<file path="config.mk">
export PLATFORM = sky130hd
export DESIGN_NAME = bcd_rtc_core
export DESIGN_NICKNAME = d
export VERILOG_FILES = /design/src/rtl/rtc_cal_pkg.sv /design/src/rtl/rtc_prescaler.sv /design/src/rtl/rtc_bcd_field.sv /design/src/rtl/bcd_rtc_core.sv
export SDC_FILE = /design/constraint.sdc
export NUM_CORES = 1
export LEC_CHECK = 0
export BUFFER_PORTS_ARGS = -buffer_cell sky130_fd_sc_hd__clkbuf_2
export CORE_MARGIN = 1
export CORE_UTILIZATION = 45
export DETAILED_ROUTE_END_ITERATION = 7
export GPL_TIMING_DRIVEN = 0
export SETUP_SLACK_MARGIN = 0.02
export SLEW_MARGIN = 20
export SYNTH_ARGS = -nofsm -noshare
export SYNTH_HDL_FRONTEND = slang
export SYNTH_SLANG_ARGS = --single-unit
</file>
<file path="constraint.sdc">
create_clock -name clk -period 5.1 [get_ports clk]
set_input_delay 0.255 -clock clk [delete_from_list [all_inputs] [get_ports clk]]
set_output_delay 0.255 -clock clk [all_outputs]
set_load 0.01 [all_outputs]
</file>
<file path="src/rtl/rtc_cal_pkg.sv">
`timescale 1ns/1ps
package rtc_cal_pkg;
   localparam int NUM_FIELDS = 7;
   localparam int IDX_SEC  = 0;
   localparam int IDX_MIN  = 1;
   localparam int IDX_HOUR = 2;
   localparam int IDX_DAY  = 3;
   localparam int IDX_MON  = 4;
   localparam int IDX_YEAR = 5;
   localparam int IDX_WDAY = 6;

   localparam int REG_CTRL = 8;
   localparam int REG_STAT = 9;
   localparam int REG_IEN  = 10;

   typedef logic [7:0] bcd_t;

   localparam bcd_t FIELD_MAX [NUM_FIELDS] = '{8'h59, 8'h59, 8'h23, 8'h31, 8'h12, 8'h99, 8'h06};
   localparam bcd_t FIELD_MIN [NUM_FIELDS] = '{8'h00, 8'h00, 8'h00, 8'h01, 8'h01, 8'h00, 8'h00};

   function automatic bcd_t bcd_inc(input bcd_t v);
      if (v[3:0] >= 4'd9) return {v[7:4] + 4'd1, 4'd0};
      return {v[7:4], v[3:0] + 4'd1};
   endfunction

   function automatic logic year_is_leap(input bcd_t y);
      if (y[4]) return (y[3:0] == 4'd2) || (y[3:0] == 4'd6);
      return (y[3:0] == 4'd0) || (y[3:0] == 4'd4) || (y[3:0] == 4'd8);
   endfunction

   function automatic bcd_t last_day(input bcd_t mon, input bcd_t yr);
      case (mon)
         8'h02:                      return year_is_leap(yr) ? 8'h29 : 8'h28;
         8'h04, 8'h06, 8'h09, 8'h11: return 8'h30;
         default:                    return 8'h31;
      endcase
   endfunction
endpackage

</file>
<file path="src/rtl/rtc_prescaler.sv">
`timescale 1ns/1ps
module rtc_prescaler #(
   parameter int PRESCALE_BITS = 15
) (
   input  logic clk,
   input  logic rst_n,
   input  logic run,
   input  logic tick_en,
   output logic busy,
   output logic sec_pulse
);
   localparam logic [PRESCALE_BITS-1:0] CNT_LAST = '1;

   generate
      if (PRESCALE_BITS < 1 || PRESCALE_BITS > 24) begin : g_bad_width
         $error("rtc_prescaler: PRESCALE_BITS out of range");
      end
   endgenerate

   logic [PRESCALE_BITS-1:0] cnt_q;

   always_ff @(posedge clk or negedge rst_n) begin
      if (!rst_n)              cnt_q <= '0;
      else if (run && tick_en) cnt_q <= cnt_q + 1'b1;
   end

   assign busy      = run && (cnt_q == CNT_LAST);
   assign sec_pulse = busy && tick_en;

   // the divider holds whenever no counted tick arrives
   p_cnt_hold_r2: assert property (@(posedge clk) disable iff (!rst_n)
      !(run && tick_en) |=> $stable(cnt_q));
endmodule

</file>
<file path="src/rtl/rtc_bcd_field.sv">
`timescale 1ns/1ps
module rtc_bcd_field #(
   parameter logic [7:0] MIN_VAL = 8'h00
) (
   input  logic       clk,
   input  logic       rst_n,
   input  logic       inc,
   input  logic       load,
   input  logic [7:0] ld_val,
   input  logic [7:0] wrap_at,
   output logic [7:0] val
);
   import rtc_cal_pkg::*;

   logic [7:0] val_q;

   always_ff @(posedge clk or negedge rst_n) begin
      if (!rst_n)   val_q <= MIN_VAL;
      else if (load) val_q <= ld_val;
      else if (inc) val_q <= (val_q >= wrap_at) ? MIN_VAL : bcd_inc(val_q);
   end

   assign val = val_q;

   // a counted step at the top of the range lands on the field minimum
   p_wrap_to_min_r3: assert property (@(posedge clk) disable iff (!rst_n)
      (inc && !load && val_q >= wrap_at) |=> (val_q == MIN_VAL));

   // without a step or a load the field is frozen
   p_field_hold_r2: assert property (@(posedge clk) disable iff (!rst_n)
      (!inc && !load) |=> $stable(val_q));
endmodule

</file>
<file path="src/rtl/bcd_rtc_core.sv">
`timescale 1ns/1ps
module bcd_rtc_core #(
   parameter int PRESCALE_BITS = 15,
   parameter int ADDR_W        = 4
) (
   input  logic              clk,
   input  logic              rst_n,
   input  logic              tick_en,
   input  logic              bus_sel,
   input  logic              bus_wr,
   input  logic [ADDR_W-1:0] bus_addr,
   input  logic [7:0]        bus_wdata,
   output logic [7:0]        bus_rdata,
   output logic              irq_timer
);
   import rtc_cal_pkg::*;

   localparam int EVT_N = 4;

   generate
      if (ADDR_W < 4) begin : g_bad_addr
         $error("bcd_rtc_core: ADDR_W must reach the interrupt-enable index");
      end
   endgenerate

   logic       run_q, h12_q, ien_q;
   logic [EVT_N-1:0] evt_q;
   logic       busy, sec_pulse;
   logic       wr_hit;
   logic [7:0] vals    [NUM_FIELDS];
   logic [7:0] wrap_at [NUM_FIELDS];
   logic [NUM_FIELDS-1:0] at_max;
   logic [NUM_FIELDS-1:0] inc_v;
   logic [NUM_FIELDS-1:0] load_v;
   logic [EVT_N-1:0] evt_set, evt_clr;

   assign wr_hit = bus_sel && bus_wr;

   rtc_prescaler #(.PRESCALE_BITS(PRESCALE_BITS)) u_presc (
      .clk       (clk),
      .rst_n     (rst_n),
      .run       (run_q),
      .tick_en   (tick_en),
      .busy      (busy),
      .sec_pulse (sec_pulse)
   );

   genvar gi;
   generate
      for (gi = 0; gi < NUM_FIELDS; gi++) begin : g_field
         if (gi == IDX_DAY) begin : g_wrap_dyn
            assign wrap_at[gi] = last_day(vals[IDX_MON], vals[IDX_YEAR]);
         end else begin : g_wrap_fix
            assign wrap_at[gi] = FIELD_MAX[gi];
         end

         assign at_max[gi] = (vals[gi] >= wrap_at[gi]);
         assign load_v[gi] = wr_hit && !run_q && (bus_addr == ADDR_W'(gi));

         if (gi == 0) begin : g_inc_first
            assign inc_v[gi] = sec_pulse;
         end else if (gi == IDX_WDAY) begin : g_inc_wday
            assign inc_v[gi] = sec_pulse && (&at_max[IDX_HOUR:0]);
         end else begin : g_inc_chain
            assign inc_v[gi] = sec_pulse && (&at_max[gi-1:0]);
         end

         rtc_bcd_field #(.MIN_VAL(FIELD_MIN[gi])) u_fld (
            .clk     (clk),
            .rst_n   (rst_n),
            .inc     (inc_v[gi]),
            .load    (load_v[gi]),
            .ld_val  (bus_wdata),
            .wrap_at (wrap_at[gi]),
            .val     (vals[gi])
         );
      end
   endgenerate

   assign evt_set = {inc_v[IDX_DAY], inc_v[IDX_HOUR], inc_v[IDX_MIN], sec_pulse};
   assign evt_clr = (wr_hit && bus_addr == ADDR_W'(REG_STAT)) ? bus_wdata[5:2] : '0;

   always_ff @(posedge clk or negedge rst_n) begin
      if (!rst_n) begin
         run_q <= 1'b0;
         h12_q <= 1'b0;
         ien_q <= 1'b0;
         evt_q <= '0;
      end else begin
         if (wr_hit && bus_addr == ADDR_W'(REG_CTRL)) begin
            run_q <= bus_wdata[0];
            h12_q <= bus_wdata[1];
         end
         if (wr_hit && bus_addr == ADDR_W'(REG_IEN)) ien_q <= bus_wdata[0];
         evt_q <= (evt_q & ~evt_clr) | evt_set;
      end
   end

   always_comb begin
      bus_rdata = 8'h00;
      for (int i = 0; i < NUM_FIELDS; i++)
         if (bus_addr == ADDR_W'(i)) bus_rdata = vals[i];
      if (bus_addr == ADDR_W'(REG_CTRL)) bus_rdata = {6'b0, h12_q, run_q};
      if (bus_addr == ADDR_W'(REG_STAT)) bus_rdata = {2'b0, evt_q, run_q, busy};
      if (bus_addr == ADDR_W'(REG_IEN))  bus_rdata = {7'b0, ien_q};
   end

   assign irq_timer = ien_q && evt_q[0];

   // a stopped clock with no load keeps its seconds
   p_hold_when_stopped_r2: assert property (@(posedge clk) disable iff (!rst_n)
      (!run_q && !load_v[IDX_SEC]) |=> $stable(vals[IDX_SEC]));

   // flags not cleared this cycle survive into the next
   p_sticky_events_r7: assert property (@(posedge clk) disable iff (!rst_n)
      1'b1 |=> ((evt_q & $past(evt_q & ~evt_clr)) == $past(evt_q & ~evt_clr)));

   // while running, the time fields never take a bus load
   p_no_load_running_r9: assert property (@(posedge clk) disable iff (!rst_n)
      (run_q && wr_hit && bus_addr == ADDR_W'(IDX_MIN) && !inc_v[IDX_MIN]) |=> $stable(vals[IDX_MIN]));
endmodule

</file>
==> metrics.md <==
| Metric | Value |
|---|---|
| Vias in the first global route | `between 4k and 5k` |
| DR WL/cell | `between 15 and 20 um` |
| Share of layout cells above drive strength 1 | `under 10%` |
| Unrepaired setup endpoints after global routing | `no` |
| Die span in x | `about 110 um` |
| Area grow syn2layout | `11.35%` |
| Top-count cell post-synth | `dfrtp_1` |
| Highest clock rate | `around 300 MHz` |
| Status | `completed` |
| CTS tree | `built` |
| Worst-Skew Late Latency | `~0.36 ns` |
| CTS Buffer Depth | `2` |
| Layout net count | `around 760` |
| IO Port Bufs | `19` |
| Largest net degree at the start of global routing | `79` |
| RePlAce Congestion | `0.9010` |
| Vias per cell | `approximately 6.0` |
| GR Overflow Total | `0` |
| Setup Viol. Count Final | `0` |
| ANT nets after route | `0` |
| Total negative slack | `0 ns` |
| Number of setup buffers added after CTS | `0` |
| # IOs | `26` |
| First drt pass iteration count | `5` |
| Type of origin of the critical path | `flop` |
| Worst-path clk slew | `about 0.07 ns` |
| Initial core utilization | `46.52%` |
| Root buffer cell | `clkbuf_16` |
| Utilization after layout | `between 50% and 60%` |
| Clock sink count | `78` |
| Die ar. | `12920 um2` |
| Worst EP arrival | `about 3.6 ns` |
| Gr usage total | `around 28%` |
| Commonest cells in the netlist | `dfrtp_1 (76), nand2_1 (71), o21ai_0 (62)` |
| Leakage | `~2.7 nW` |
| CTS buffer count | `9` |
| Antenna diodes | `0` |
| Yosys top cell area share | `about 34%` |
| Syn Nets | `around 730` |
| Die extent in y | `approximately 110 um` |
| Area post-placement | `5926 um2` |
| Via Count | `5215` |
| Fin crit period | `~3.4 ns` |
| Max Slew Vio Count | `0` |
| HPWL Detailed | `approximately 12 mm` |
| Mean area per synthesized cell | `roughly 8.4 um2` |
| DRC | `0` |
| Fin area | `roughly 6200 um2` |
| Final Hold Fails | `0` |
| Pwr per Cell Area | `~360 nW/um2` |
| Synth warn | `0` |
| Worst VDD drop | `approximately 190 uV` |
| Pre-CTS WS | `1.802 ns` |
| Worst setup margin | `around 1.7 ns` |
| Worst path required time | `5.32 ns` |
| Async SR Flop Fraction | `100.0%` |
| # rows | `40` |
| Final wirelength | `about 17 mm` |
| Distinct cells, synth | `about 70` |
| Worst-path fanout max | `6` |
| Slew headroom | `approximately 36%` |
| Cell area after synthesis | `5612 um2` |
| Drt initial violations | `between 400 and 500` |
| Min-delay worst type | `primary input to flop` |
| Critical path type | `flop to flop` |
| Post-Syn Instances | `roughly 670` |
| Max-capacitance violation count | `0` |
| EDFF count, synth | `0` |
| First-pass GRT wire length | `about 27 mm` |
| Clk_skew | `approximately 0.0098 ns` |
| H-tree depth | `3` |
| Initial antenna violation count | `0` |
| Most used DFF post-synth | `dfrtp_1` |
| Crit path capture type | `flop` |
| Period utilization | `about two thirds` |
| Main area contributors after synthesis | `dfrtp_1 (34%), ha_1 (10%), o21ai_0 (5.5%)` |
| Core area | `~12000 um2` |
| Sequential element share of the synthesized area | `approximately a third` |
| Synth Register Bits | `78` |
| Slew @ Worst Pin | `around 0.96 ns` |
| Leading area contributor after synthesis | `dfrtp_1` |
==> layout make-up <==
type / count / area (um2)
Clock buffer: 9 / 225.2
Fill cell: 1146 / 5813
Inverter: 37 / 138.9
Buffer: 29 / 111.4
Multi-Input combinational cell: 522 / 3407
Sequential cell: 78 / 1954
Tap cell: 168 / 210.2
Clock inverter: 7 / 87.58
Timing Repair Buffer: 20 / 113.9
==> routing by layer <==
| layer | track usage [%] | vias up | wire, um |
|---|---|---|---|
| met5 | 0 | - | 0 |
| met4 | 12.89 | 0 | 495 |
| met3 | 3.241 | 35 | 884 |
| met2 | 43.41 | 168 | 7701 |
| met1 | 37.72 | 2544 | 7727 |
| li1 | - | 2468 | - |
==> placed cells by master (no fill, tap or decap), types with 8 or more instances in the layout <==
cell type / instances
a21oi_1: 41
clkbuf_16: 9
o21ai_0: 62
nor2_1: 56
nor2b_1: 12
a31oi_1: 11
ha_1: 45
nand4_1: 8
nor3_1: 12
a22oi_1: 8
nand2b_1: 12
clkbuf_2: 18
buf_1: 8
mux2i_1: 8
and3_1: 11
clkbuf_1: 19
xnor2_1: 10
nand2_1: 71
o211ai_1: 14
dfrtp_1: 76
nand3_1: 37
inv_1: 37
==> flip-flops by register name, summed over array words and instances (netlist names) <==
register / count
u_presc.cnt_q: 15
run_q: 1
evt_q: 4
h12_q: 1
g_field.u_fld.val: 56
ien_q: 1
==> stage by stage <==
stage	power [mW]	hold WS [ns]	cells
6_report	2.227	0.1944	870
2_1_floorplan	1.310	-0.04059	666
5_1_grt	2.365	0.2260	870
3_3_place_gp	1.504	0.4572	853
4_1_cts	2.230	0.1875	870
3_5_place_dp	1.531	0.3398	853
==> critical path, cell delays in order, from the launching register on <==
cell and delay [ns]:
dfstp_2 0.62, inv_1 0.11, ha_1 0.24, o211ai_1 0.18, a21oi_1 0.09, o21ai_0 0.26
mux2_2 0.22, ha_1 0.22, nor4b_1 0.38, o221a_2 0.34, nor3_1 0.09, and3_1 0.25
nand3_1 0.15, o211ai_1 0.11
==> report_power, final <==
part | internal, mW | switching, mW
sequential | 0.736 | 0.189
clock | 0.392 | 0.302
combinational | 0.259 | 0.349
==> cell families (layout without fill, tap and decap cells) <==
group | Yosys count | count (layout) | synth area share, %
muxes | 19 | 19 | 4.437
and+or+nand+nor | 257 | 257 | 23.19
xor gates and xnor gates | 16 | 16 | 2.497
DFF | 78 | 78 | 34.83
adders and majority gates | 45 | 45 | 10.03
AOI/OAI and AO/OA | 185 | 185 | 20.56
buffers and inverters | 66 | 102 | 4.459
==> path summary, 6_finish.rpt <==
check	cells past startpoint	from	end	slack, ns
worst min-delay path	3	tick_en	u_presc.cnt_q[2]$_DFFE_PN0P_	0.19
worst min register to register	1	u_presc.cnt_q[13]$_DFFE_PN0P_	u_presc.cnt_q[13]$_DFFE_PN0P_	0.47
worst max register to register	13	g_field[4].u_fld.val[0]$_DFFE_PN1P_	g_field[5].u_fld.val[6]$_DFFE_PN0P_	1.73
min in group asynchronous	2	rst_n	g_field[4].u_fld.val[1]$_DFFE_PN0P_	0.50
worst max-delay path	13	g_field[4].u_fld.val[0]$_DFFE_PN1P_	g_field[5].u_fld.val[6]$_DFFE_PN0P_	1.73
max in group asynchronous	2	rst_n	u_presc.cnt_q[3]$_DFFE_PN0P_	4.13
==> repair_timing <==
action,in CTS,in global routing
hold endpoints to repair,76,0
gates resized for setup,0,0
hold buffers,1,0
Note: power is estimated with default switching activity, not from simulation.
